<file path="config.mk">
export PLATFORM = sky130hd
export DESIGN_NAME = uart_rx_flags
export DESIGN_NICKNAME = d
export VERILOG_FILES = /design/src/rtl/uart_rxf_pkg.sv /design/src/rtl/uart_rxf_flagbank.sv /design/src/rtl/uart_rxf_edgesync.sv /design/src/rtl/uart_rxf_pulse.sv /design/src/rtl/uart_rx_flags.sv
export SDC_FILE = /design/constraint.sdc
export NUM_CORES = 1
export LEC_CHECK = 0
export BUFFER_PORTS_ARGS = -buffer_cell sky130_fd_sc_hd__buf_2
export CAP_MARGIN = 25
export CORE_MARGIN = 1
export CORE_UTILIZATION = 33
export CTS_CLUSTER_DIAMETER = 100
export DETAILED_ROUTE_END_ITERATION = 6
export HOLD_SLACK_MARGIN = 0.1
export PLACE_DENSITY_LB_ADDON = 0.1
export RECOVER_POWER = 100
export REMOVE_ABC_BUFFERS = 1
export SLEW_MARGIN = 20
export SYNTH_ARGS = -nofsm -noshare
export SYNTH_HDL_FRONTEND = slang
export SYNTH_SLANG_ARGS = --single-unit
</file>
<file path="constraint.sdc">
create_clock -name clk -period 2.3 [get_ports clk]
set_input_delay 0.115 -clock clk [delete_from_list [all_inputs] [get_ports clk]]
set_output_delay 0.115 -clock clk [all_outputs]
set_load 0.02 [all_outputs]
</file>
<file path="src/rtl/uart_rxf_pkg.sv">
package uart_rxf_pkg;
   localparam int FLAG_N = 8;
   localparam int F_RDY  = 0;
   localparam int F_OVR  = 1;
   localparam int F_NSE  = 2;
   localparam int F_FRM  = 3;
   localparam int F_PAR  = 4;
   localparam int F_MT1  = 5;
   localparam int F_MT2  = 6;
   localparam int F_EDG  = 7;
   localparam logic [FLAG_N-1:0] W1C_MASK = 8'hFE;
   localparam int TRG_N   = 3;
   localparam int TRG_TXW = 0;
   localparam int TRG_RXW = 1;
   localparam int TRG_IDL = 2;
endpackage

</file>
<file path="src/rtl/uart_rxf_flagbank.sv">
module uart_rxf_flagbank #(
   parameter int N = 8
) (
   input  logic         clk,
   input  logic         rst_n,
   input  logic [N-1:0] set_i,
   input  logic [N-1:0] clr_i,
   output logic [N-1:0] q_o
);
   if (N < 1 || N > 64) begin : g_bad_n
      $error("uart_rxf_flagbank: N out of range");
   end

   for (genvar i = 0; i < N; i++) begin : g_flag
      logic q_r;
      always_ff @(posedge clk or negedge rst_n) begin
         if (!rst_n)        q_r <= 1'b0;
         else if (set_i[i]) q_r <= 1'b1;
         else if (clr_i[i]) q_r <= 1'b0;
      end
      assign q_o[i] = q_r;


      set_wins_chk: assert property (@(posedge clk) disable iff (!rst_n)
         set_i[i] |=> q_o[i]);

      clr_only_chk: assert property (@(posedge clk) disable iff (!rst_n)
         (clr_i[i] && !set_i[i]) |=> !q_o[i]);
   end
endmodule

</file>
<file path="src/rtl/uart_rxf_edgesync.sv">
module uart_rxf_edgesync #(
   parameter int SYNC_STAGES = 2,
   parameter bit ACTIVE_FALL = 1'b1
) (
   input  logic clk,
   input  logic rst_n,
   input  logic pin_i,
   output logic edge_o
);
   if (SYNC_STAGES < 2 || SYNC_STAGES > 4) begin : g_bad_stages
      $error("uart_rxf_edgesync: SYNC_STAGES must be 2..4");
   end

   logic [SYNC_STAGES-1:0] sh_r;
   logic                   prev_r;
   logic                   cur;

   always_ff @(posedge clk or negedge rst_n) begin
      if (!rst_n) begin
         sh_r   <= '1;
         prev_r <= 1'b1;
      end else begin
         sh_r   <= {sh_r[SYNC_STAGES-2:0], pin_i};
         prev_r <= cur;
      end
   end
   assign cur = sh_r[SYNC_STAGES-1];

   if (ACTIVE_FALL) begin : g_fall
      assign edge_o = prev_r & ~cur;
   end else begin : g_rise
      assign edge_o = ~prev_r & cur;
   end


   edge_single_chk: assert property (@(posedge clk) disable iff (!rst_n)
      edge_o |=> !edge_o);
endmodule

</file>
<file path="src/rtl/uart_rxf_pulse.sv">
module uart_rxf_pulse #(
   parameter int HOLD_TICKS = 1
) (
   input  logic clk,
   input  logic rst_n,
   input  logic start_i,
   input  logic tick_i,
   output logic pulse_o
);
   if (HOLD_TICKS < 1 || HOLD_TICKS > 1024) begin : g_bad_hold
      $error("uart_rxf_pulse: HOLD_TICKS must be 1..1024");
   end

   logic out_r;

   if (HOLD_TICKS == 1) begin : g_single
      always_ff @(posedge clk or negedge rst_n) begin
         if (!rst_n)       out_r <= 1'b0;
         else if (start_i) out_r <= 1'b1;
         else if (tick_i)  out_r <= 1'b0;
      end

      single_fall_chk: assert property (@(posedge clk) disable iff (!rst_n)
         (out_r && tick_i && !start_i) |=> !pulse_o);
   end else begin : g_count
      localparam int CW = $clog2(HOLD_TICKS);
      localparam logic [CW-1:0] LAST = CW'(HOLD_TICKS - 1);
      logic [CW-1:0] cnt_r;
      always_ff @(posedge clk or negedge rst_n) begin
         if (!rst_n) begin
            out_r <= 1'b0;
            cnt_r <= '0;
         end else if (start_i) begin
            out_r <= 1'b1;
            cnt_r <= '0;
         end else if (out_r && tick_i) begin
            if (cnt_r == LAST) out_r <= 1'b0;
            else               cnt_r <= cnt_r + 1'b1;
         end
      end
   end

   assign pulse_o = out_r;


   start_rise_chk: assert property (@(posedge clk) disable iff (!rst_n)
      start_i |=> pulse_o);

   quiet_hold_chk: assert property (@(posedge clk) disable iff (!rst_n)
      (!start_i && !tick_i) |=> (pulse_o == $past(pulse_o)));
endmodule

</file>
<file path="src/rtl/uart_rx_flags.sv">
module uart_rx_flags
   import uart_rxf_pkg::*;
#(
   parameter int DATA_W      = 8,
   parameter int SYNC_STAGES = 2,
   parameter int TXW_HOLD    = 1,
   parameter int RXW_HOLD    = 1,
   parameter int IDLE_HOLD   = 1
) (
   input  logic              clk,
   input  logic              rst_n,
   input  logic              chr_valid_i,
   input  logic [DATA_W-1:0] chr_data_i,
   input  logic              chr_noise_i,
   input  logic              chr_frame_i,
   input  logic              chr_parity_i,
   input  logic              idle_det_i,
   input  logic              tx_end_i,
   input  logic              rxd_i,
   input  logic              rx_en_i,
   input  logic [DATA_W-1:0] match1_i,
   input  logic [DATA_W-1:0] match2_i,
   input  logic              bit_tick_i,
   input  logic              os_tick_i,
   input  logic              reg_wr_i,
   input  logic [7:0]        reg_wdata_i,
   input  logic              buf_rd_i,
   output logic [7:0]        flags_o,
   output logic [DATA_W-1:0] rx_buf_o,
   output logic              trg_tx_word_o,
   output logic              trg_rx_word_o,
   output logic              trg_rx_idle_o
);
   if (DATA_W < 5 || DATA_W > 16) begin : g_bad_dw
      $error("uart_rx_flags: DATA_W must be 5..16");
   end
   if (FLAG_N != 8) begin : g_bad_fn
      $error("uart_rx_flags: flag vector must be 8 bits");
   end

   localparam int HOLD_TAB [TRG_N] = '{TXW_HOLD, RXW_HOLD, IDLE_HOLD};

   logic              accept;
   logic              overrun;
   logic              rx_edge;
   logic [FLAG_N-1:0] set_v;
   logic [FLAG_N-1:0] clr_v;
   logic [DATA_W-1:0] buf_r;
   logic [TRG_N-1:0]  trg_start;
   logic [TRG_N-1:0]  trg_tick;
   logic [TRG_N-1:0]  trg_out;

   assign accept  = chr_valid_i & (~flags_o[F_RDY] | buf_rd_i);
   assign overrun = chr_valid_i &  flags_o[F_RDY] & ~buf_rd_i;

   uart_rxf_edgesync #(
      .SYNC_STAGES(SYNC_STAGES),
      .ACTIVE_FALL(1'b1)
   ) u_edge (
      .clk    (clk),
      .rst_n  (rst_n),
      .pin_i  (rxd_i),
      .edge_o (rx_edge)
   );

   always_comb begin
      set_v        = '0;
      set_v[F_RDY] = accept;
      set_v[F_OVR] = overrun;
      set_v[F_NSE] = accept & chr_noise_i;
      set_v[F_FRM] = accept & chr_frame_i;
      set_v[F_PAR] = accept & chr_parity_i;
      set_v[F_MT1] = accept & (chr_data_i == match1_i);
      set_v[F_MT2] = accept & (chr_data_i == match2_i);
      set_v[F_EDG] = rx_edge & rx_en_i;
   end

   always_comb begin
      clr_v        = reg_wr_i ? (reg_wdata_i & W1C_MASK) : '0;
      clr_v[F_RDY] = buf_rd_i;
   end

   uart_rxf_flagbank #(.N(FLAG_N)) u_flags (
      .clk   (clk),
      .rst_n (rst_n),
      .set_i (set_v),
      .clr_i (clr_v),
      .q_o   (flags_o)
   );

   always_ff @(posedge clk or negedge rst_n) begin
      if (!rst_n)      buf_r <= '0;
      else if (accept) buf_r <= chr_data_i;
   end
   assign rx_buf_o = buf_r;

   assign trg_start[TRG_TXW] = tx_end_i;
   assign trg_start[TRG_RXW] = accept;
   assign trg_start[TRG_IDL] = idle_det_i;
   assign trg_tick[TRG_TXW]  = bit_tick_i;
   assign trg_tick[TRG_RXW]  = os_tick_i;
   assign trg_tick[TRG_IDL]  = os_tick_i;

   for (genvar g = 0; g < TRG_N; g++) begin : g_trg
      uart_rxf_pulse #(.HOLD_TICKS(HOLD_TAB[g])) u_pulse (
         .clk     (clk),
         .rst_n   (rst_n),
         .start_i (trg_start[g]),
         .tick_i  (trg_tick[g]),
         .pulse_o (trg_out[g])
      );
   end

   assign trg_tx_word_o = trg_out[TRG_TXW];
   assign trg_rx_word_o = trg_out[TRG_RXW];
   assign trg_rx_idle_o = trg_out[TRG_IDL];


   accept_load_chk: assert property (@(posedge clk) disable iff (!rst_n)
      (chr_valid_i && (!flags_o[F_RDY] || buf_rd_i))
      |=> (flags_o[F_RDY] && rx_buf_o == $past(chr_data_i)));

   ovr_keep_buf_chk: assert property (@(posedge clk) disable iff (!rst_n)
      (chr_valid_i && flags_o[F_RDY] && !buf_rd_i) |=> (flags_o[F_OVR] && $stable(rx_buf_o)));

   ovr_no_noise_chk: assert property (@(posedge clk) disable iff (!rst_n)
      (chr_valid_i && flags_o[F_RDY] && !buf_rd_i && !flags_o[F_NSE]) |=> !flags_o[F_NSE]);

   ovr_no_match_chk: assert property (@(posedge clk) disable iff (!rst_n)
      (chr_valid_i && flags_o[F_RDY] && !buf_rd_i && !flags_o[F_MT1]) |=> !flags_o[F_MT1]);

   edge_needs_en_chk: assert property (@(posedge clk) disable iff (!rst_n)
      $rose(flags_o[F_EDG]) |-> $past(rx_en_i));

   zero_write_chk: assert property (@(posedge clk) disable iff (!rst_n)
      (flags_o[F_OVR] && reg_wr_i && !reg_wdata_i[F_OVR]) |=> flags_o[F_OVR]);

   rd_clear_chk: assert property (@(posedge clk) disable iff (!rst_n)
      (buf_rd_i && !chr_valid_i) |=> !flags_o[F_RDY]);
endmodule

</file>
# Word level (Yosys, flattened, before mapping)
# Index checks and enable logic that the tools add are counted.
[op_classes]
bitwise_logic = 14
muxes = 22
n_reduce_logical = 11
n_eq_ne = 2
[op_table]
columns = ["cell", "n"]
rows = [
  ["2-bit nonzero test", 11],
  ["1-bit 2-to-1 mux", 21],
  ["8-bit == test", 2],
  ["1-bit bitwise AND", 10],
  ["8-bit 2-to-1 mux", 1],
  ["1-bit inverter", 3],
  ["1-bit OR", 1],
]
[word_totals]
output_inout_bits = 19
input_bits = 46
regBits = 22

# Logic depth before layout (Yosys ltp)
# Gate-level depths: netlist (run 1).
[depth]
depth_word = 5
mapped_depth = 5

# Hierarchy
# A second synthesis (run 1) with hierarchy kept.
[hier_totals]
cells_unflattened = 99
area_unflattened_um2 = 1123.6
[by_module_without_submodules]
columns = ["mod", "instances", "area_each_um2", "seq_area_each_um2", "cells_each"]
rows = [
  ["uart_rx_flags", 1, 571.8, 200.2, 54],
  ["uart_rxf_flagbank", 1, 350.3, 200.2, 32],
  ["uart_rxf_pulse", 3, 36.3, 25.0, 3],
  ["uart_rxf_edgesync", 1, 92.6, 78.8, 4],
]

# Worst setup path before layout (run 1)
# Ideal clock, no wire load.
[synth_timing]
kind = "reg2reg"
start = "register u_flags.g_flag[0].q_r"
end = "register u_flags.g_flag[4].q_r"
arrival_ns = 1.061
path_stages_with_launch = 5
t_required_ns = 2.235
setup_time_ns = 0.065
slack_ns = 1.173
period_less_slack_ns = 1.127
path_cell_list = "dfrtp_1 nand2b_1 and2_1 clkbuf_1 a22o_1"
[synth_via]
elab_chain_len = 5
[synth_lines]
columns = ["element", "line", "source"]
rows = [
  ["from (decl)", "uart_rxf_flagbank.sv:15", "logic q_r;"],
  ["from (signal assigned)", "uart_rxf_flagbank.sv:17", "if (!rst_n) q_r <= 1'b0;"],
  ["from (signal assigned)", "uart_rxf_flagbank.sv:18", "else if (set_i[i]) q_r <= 1'b1;"],
  ["from (signal assigned)", "uart_rxf_flagbank.sv:19", "else if (clr_i[i]) q_r <= 1'b0;"],
  ["1-bit inverter *", "uart_rx_flags.sv:53", "assign accept = chr_valid_i & (~flags_o[F_RDY] | buf_rd_i);"],
  ["1-bit OR *", "uart_rx_flags.sv:53", ""],
  ["1-bit bitwise AND *", "uart_rx_flags.sv:53", ""],
  ["1-bit bitwise AND *", "uart_rx_flags.sv:72", "set_v[F_PAR] = accept & chr_parity_i;"],
  ["1-bit 2-to-1 mux / 2-bit nonzero test (equally long branches)", "n/a", ""],
  ["to (signal assigned)", "uart_rxf_flagbank.sv:17", ""],
  ["to (signal assigned)", "uart_rxf_flagbank.sv:18", ""],
  ["to (signal assigned)", "uart_rxf_flagbank.sv:19", ""],
  ["to (decl)", "uart_rxf_flagbank.sv:15", ""],
]
# Mark *: on every way between the ends. The rest lies on a longest branch, timed or not.
# A chain may end at the register's enable or synchronous reset.

# Final worst setup path (run 1)
# Same ends and word-level chain as after synthesis.

==> results of run 1 <==
metal layers:
metal | track usage, % | up-vias | wire (µm)
met3 | 3.125 | 2 | 113
met5 | 0 | - | 0
met1 | 19.69 | 447 | 1075
met4 | 5.442 | 0 | 17
met2 | 33.17 | 27 | 1399
li1 | - | 497 | -
path summary, 6_finish.rpt:
check | start | end | slack (ns) | depth (start not counted)
min in group asynchronous | rst_n | u_flags.g_flag[4].q_r | 0.55 | 2
min reg2reg | u_edge.sh_r[0] | u_edge.sh_r[1] | 0.37 | 0
max in group asynchronous | rst_n | rx_buf_o[2] | 1.06 | 2
max reg2reg | u_flags.g_flag[0].q_r | u_flags.g_flag[4].q_r | 0.35 | 4
max | u_flags.g_flag[0].q_r | u_flags.g_flag[4].q_r | 0.35 | 4
min | match1_i[6] | u_flags.g_flag[5].q_r | 0.12 | 4
synthesized netlist by cell type, drive strengths merged:
master	number	share of area [%]
a21o	3	2.2
a22o	3	2.5
a32o	1	0.97
and2	1	0.61
buf	8	5.8
clkbuf	1	0.36
dfrtp	19	46
dfstp	3	7.6
inv	4	1.5
nand2	36	13
nand2b	1	0.61
nand3	1	0.48
nand4	2	1.2
nor4	1	0.61
o21ai	1	0.48
o31ai	1	0.73
o41ai	1	1.6
xnor2	10	8.5
xor2	6	5.1
sequential cells by signal, indices dropped and copies added (netlist names):
| name | count |
|---|---|
| u_edge.sh_r | 2 |
| g_trg.u_pulse.pulse_o | 3 |
| u_flags.g_flag.q_r | 8 |
| rx_buf_o | 8 |
| u_edge.prev_r | 1 |
critical path, stage by stage, from the launching register on:
cell and delay [ns]:
dfrtp_1 0.40, nand2b_1 0.12, and2_0 0.59, a22o_1 0.25, dlygate4sd3_1 0.54
power groups by stage:
stage	sequential (mW)	clock (mW)	combinational, mW
floorplan	0.499	0	0.0645
global placement	0.451	0	0.213
detailed placement	0.452	0	0.216
CTS	0.445	0.307	0.262
global route	0.451	0.323	0.274
finish	0.445	0.294	0.249
through the flow:
step	utilization (%)	setup slack, ns	hold slack, ns
final	56.89	0.3532	0.1173
after detailed placement	46.36	1.043	0.1095
after global placement	46.36	1.069	0.1112
after CTS	58.03	0.4911	0.1130
after floorplan	-	1.128	-0.1806
after global routing	56.89	0.1989	0.1054
timing repair:
| action | 4_1_cts | 5_1_grt |
|---|---|---|
| hold buffers | 28 | 0 |
| setup endpoints to repair | 0 | 0 |
| hold endpoints to repair | 42 | 0 |
kinds of logic (layout without fill, tap and decap cells):
logic type,count (synthesis),after routing,synth area share [%]
AO/OA/AOI/OAI,10,10,8.485
XOR/XNOR,16,16,13.58
buffers and inverters,13,99,7.636
flip-flops,22,22,53.70
AND/OR/NAND/NOR,42,42,16.61
layout by cell type, fill, tap and decap left out:
| cell type | count |
|---|---|
| a21o_1 | 3 |
| a22o_1 | 3 |
| a32o_1 | 1 |
| and2_0 | 1 |
| buf_2 | 43 |
| bufinv_16 | 1 |
| clkbuf_1 | 20 |
| clkbuf_4 | 3 |
| dfrtp_1 | 19 |
| dfstp_2 | 3 |
| dlygate4sd3_1 | 28 |
| inv_1 | 4 |
| nand2_1 | 36 |
| nand2b_1 | 1 |
| nand3_1 | 1 |
| nand4_1 | 2 |
| nor4_1 | 1 |
| o21ai_0 | 1 |
| o31ai_1 | 1 |
| o41ai_1 | 1 |
| xnor2_1 | 10 |
| xor2_1 | 6 |
layout make-up:
type | count | area [µm²] | area share [%]
timing repair buffer | 91 | 570.5 | 35.16
inverter | 4 | 15.01 | 0.9252
tap | 31 | 38.79 | 2.390
sequential | 22 | 554.3 | 34.16
clock inverter | 1 | 30.03 | 1.850
multi-input combinational | 68 | 391.6 | 24.13
clock buffer | 3 | 22.52 | 1.388
==> summary.txt, run 1 <==
run status - complete, but fails checks
failing checks - DRC
Slew @ Worst Pin - 1.164 ns
core area - 2853 µm²
# rows - 19
Worst Hold Class - primary input to register
Max Root-Sink Buffers - 2
Post-route DRC - 3
achievable frequency - 513.7 MHz
via count - 973
Clock Power Share - 29.8%
first-pass GRT wire length - 4443 µm
total CTS buffers - 3
combinational power share - 25.2%
switching share of total power - 27.11%
critical path class - register to register
placed cell count - 188
Root Buffer - clkbuf_4
Ys Warns - 0
Post-Syn Area per Cell - 10.02 µm²
area growth from synthesis to layout - 57.21%
clock latency on the worst-skew pair - 0.30 ns
port bufs - 63
clock period minus final worst setup slack - 1.947 ns
CTS sink cnt - 22
PostCTS Resize Cnt - 0
filler instances - 284
RSZ-0062 raised after global routing - no
layout net count - 236
initial antenna violation count - 0
GRT Overall Usage - 17.50%
Final period util - 84.64%
Crit. End Element - register
layout cells sized above 1 - 26.46%
CTS clk-pin slew, worst paths - 0.13 ns
register share of total power - 45.1%
Startpoint Class - register
Leakage Power - 0.8048 nW
Max IR drop VDD - 0.0002807 V
die area - 3356 µm²
dpl cell area - 1323 µm²
total power - 988.1 µW
number of global-route vias before repair - 1,045
Power Dens Cells - 608.9 nW/µm²
post-DP HPWL - 1730 µm
Layout Cells excl Fill - 220
DRT iter0 DRCs - 31
Worst EP required - 2.55 ns
H-Tree Depth - 1
Synth Instances - 103
Fin Setup TNS - 0 ns
MaxCap Viol Count - 0
Final Max Slew Viols - 0
post-route cell area - 1623 µm²
Int Power - 720.2 µW
net switching power - 267.9 µW
Max-slew headroom - 22.38%
post-synthesis sequential area ratio - 53.70%
synthesized cell area - 1032 µm²
Vias/cell - 4.423
post-CTS setup buffer count - 0
CP Data Arrival Time - 2.20 ns
Initial Util - 36.18%
largest net degree at the start of global routing - 23
Die Y - 57.93 µm
synth unique cells - 19
n_diodes - 0
Final Hold Fails - 0
Final setup viols - 0
global route overflow - 0
TritonCTS clock tree - built
die width - 57.93 µm
DRT antenna net count - 0
GP Congestion - 0.7413
flop and latch count out of synthesis - 22
CP Max Fanout - 12
# IOs - 65
DR WL/cell - 11.85 µm
1st-pass router iterations - 5
final wirelength - 2606 µm
clk_skew - 0.001567 ns
Power figures use the tool's default switching activity.
==> run 2: changes to the inputs <==
clock period = 1.9 ns   (was 2.3 ns; I/O delays follow)
==> run 2 against run 1 <==
  * The run still ends with DRC left
  * Sequential power increased by 21%
  * Sequential share of layout area decreased by 0.24 points
  * Design area increased by 0.69%
  * Total power increased by 21%
  * Critical endpoint is now u_flags.g_flag[5].q_r
  * Largest cell class unchanged
==> summary.txt, run 2 (same netlist as run 1, synthesis figures left out) <==
combinational power share - 25.3%
CP Data Arrival Time - 1.95 ns
register share of total power - 44.9%
port bufs - 63
Max-slew headroom - 21.26%
# rows - 19
Vias/cell - 4.502
Hold Path Depth - 3
CTS clk-pin slew, worst paths - 0.13 ns
commonest non-fill, non-tap cell in the layout - buf_2
RSZ-0062 raised after global routing - no
MaxCap Viol Count - 0
worst r2r dst - u_flags.g_flag[5].q_r
switching share of total power - 27.28%
Max IR drop VDD - 0.0003516 V
Worst EP required - 2.15 ns
hold slack - 0.1131 ns
R2R Path Start - u_flags.g_flag[0].q_r
CTS sink cnt - 22
fin worst setup slack - 0.1976 ns
DRT antenna net count - 0
clock latency on the worst-skew pair - 0.30 ns
GP Congestion - 0.7416
global route overflow - 0
Leakage Power - 0.8131 nW
R2R setup slack - 0.20 ns
die area - 3356 µm²
Max Root-Sink Buffers - 2
via count - 995
run status - complete, but fails checks
Fin Setup TNS - 0 ns
total power - 1.200 mW
Final Max Slew Viols - 0
post-CTS setup buffer count - 0
clk_skew - 0.006242 ns
Final Hold Fails - 0
critical path class - register to register
DRT iter0 DRCs - 22
Core Util, Final - 57.28%
layout cells sized above 1 - 26.84%
Clock Power Share - 29.8%
layout net count - 237
Hold Crit Endpoint - u_flags.g_flag[6].q_r
R2R depth - 4
post-DP HPWL - 1724 µm
failing checks - DRC
Startpoint Class - register
achievable frequency - 587.4 MHz
total CTS buffers - 3
Final setup viols - 0
Crit. End Element - register
Worst Hold Class - primary input to register
net switching power - 327.4 µW
n_diodes - 0
Die Y - 57.93 µm
GRT Overall Usage - 17.50%
Int Power - 872.6 µW
TritonCTS clock tree - built
pre-CTS WS - 0.6410 ns
die width - 57.93 µm
1st-pass router iterations - 6
H-Tree Depth - 1
DR WL/cell - 12.01 µm
Root Buffer - clkbuf_4
initial antenna violation count - 0
Power Dens Cells - 734.4 nW/µm²
area growth from synthesis to layout - 58.30%
largest net degree at the start of global routing - 23
Slew @ Worst Pin - 1.181 ns
first-pass GRT wire length - 4450 µm
min-delay src - match2_i[5]
Final period util - 89.60%
Initial Util - 36.18%
most frequent cells in the layout - 43 x buf_2, 36 x nand2_1, 29 x dlygate4sd3_1
# IOs - 65
final wirelength - 2654 µm
clock period minus final worst setup slack - 1.702 ns
core area - 2853 µm²
CP Max Fanout - 10
Post-route DRC - 3
number of global-route vias before repair - 1,069
-- run 2: metal layers --
| layer | vias up | track usage [%] | routed length (µm) | share of wire (%) |
|---|---|---|---|---|
| li1 | 501 | - | - | - |
| met1 | 465 | 20.25 | 1090 | 41 |
| met2 | 27 | 33.00 | 1446 | 54 |
| met3 | 2 | 2.679 | 100 | 3.8 |
| met4 | 0 | 5.102 | 17 | 0.64 |
| met5 | - | 0 | 0 | 0 |
-- run 2: how the worst max path moves through the flow --
stage,start,end,slack (ns),depth (start not counted)
after floorplan,u_flags.g_flag[0].q_r,u_flags.g_flag[2].q_r,0.73,3
after global placement,u_flags.g_flag[0].q_r,u_flags.g_flag[3].q_r,0.66,3
after detailed placement,u_flags.g_flag[0].q_r,u_flags.g_flag[2].q_r,0.64,3
after CTS,u_flags.g_flag[0].q_r,u_flags.g_flag[2].q_r,0.07,4
after global routing,u_flags.g_flag[0].q_r,u_flags.g_flag[5].q_r,0.09,4
final,u_flags.g_flag[0].q_r,u_flags.g_flag[5].q_r,0.20,4
-- run 2: stage by stage --
stage / cells / cell area (µm²)
4_1_cts: 221 / 1665
3_3_place_gp: 188 / 1323
5_1_grt: 221 / 1634
3_5_place_dp: 188 / 1323
6_report: 221 / 1634
2_1_floorplan: 94 / 968.4
-- run 2: power by group through the flow --
stage | clock [mW] | sequential [mW] | combinational, mW
6_report | 0.358 | 0.539 | 0.303
5_1_grt | 0.387 | 0.546 | 0.334
4_1_cts | 0.368 | 0.538 | 0.318
3_5_place_dp | 0 | 0.547 | 0.262
3_3_place_gp | 0 | 0.546 | 0.257
2_1_floorplan | 0 | 0.604 | 0.0781
-- run 2: final cells by class --
type	count	area (µm²)
sequential	22	554.3
inverter	4	15.01
multi-input combinational	68	392.9
tap	31	38.79
clock inverter	1	30.03
fill	286	1219
clock buffer	3	22.52
timing repair buffer	92	580.6
-- run 2: repair_timing --
item / 4_1_cts / 5_1_grt
setup endpoints to repair: 0 / 2
resized for setup: 0 / 1
endpoints found under the hold margin: 42 / 0
hold buffers: 29 / 0
-- run 2: critical path: stages (launching register included) --
cell,delay (ns)
dfrtp_1,0.40
nand2b_1,0.12
nand2_1,0.25
o31ai_1,0.30
dlygate4sd3_1,0.57
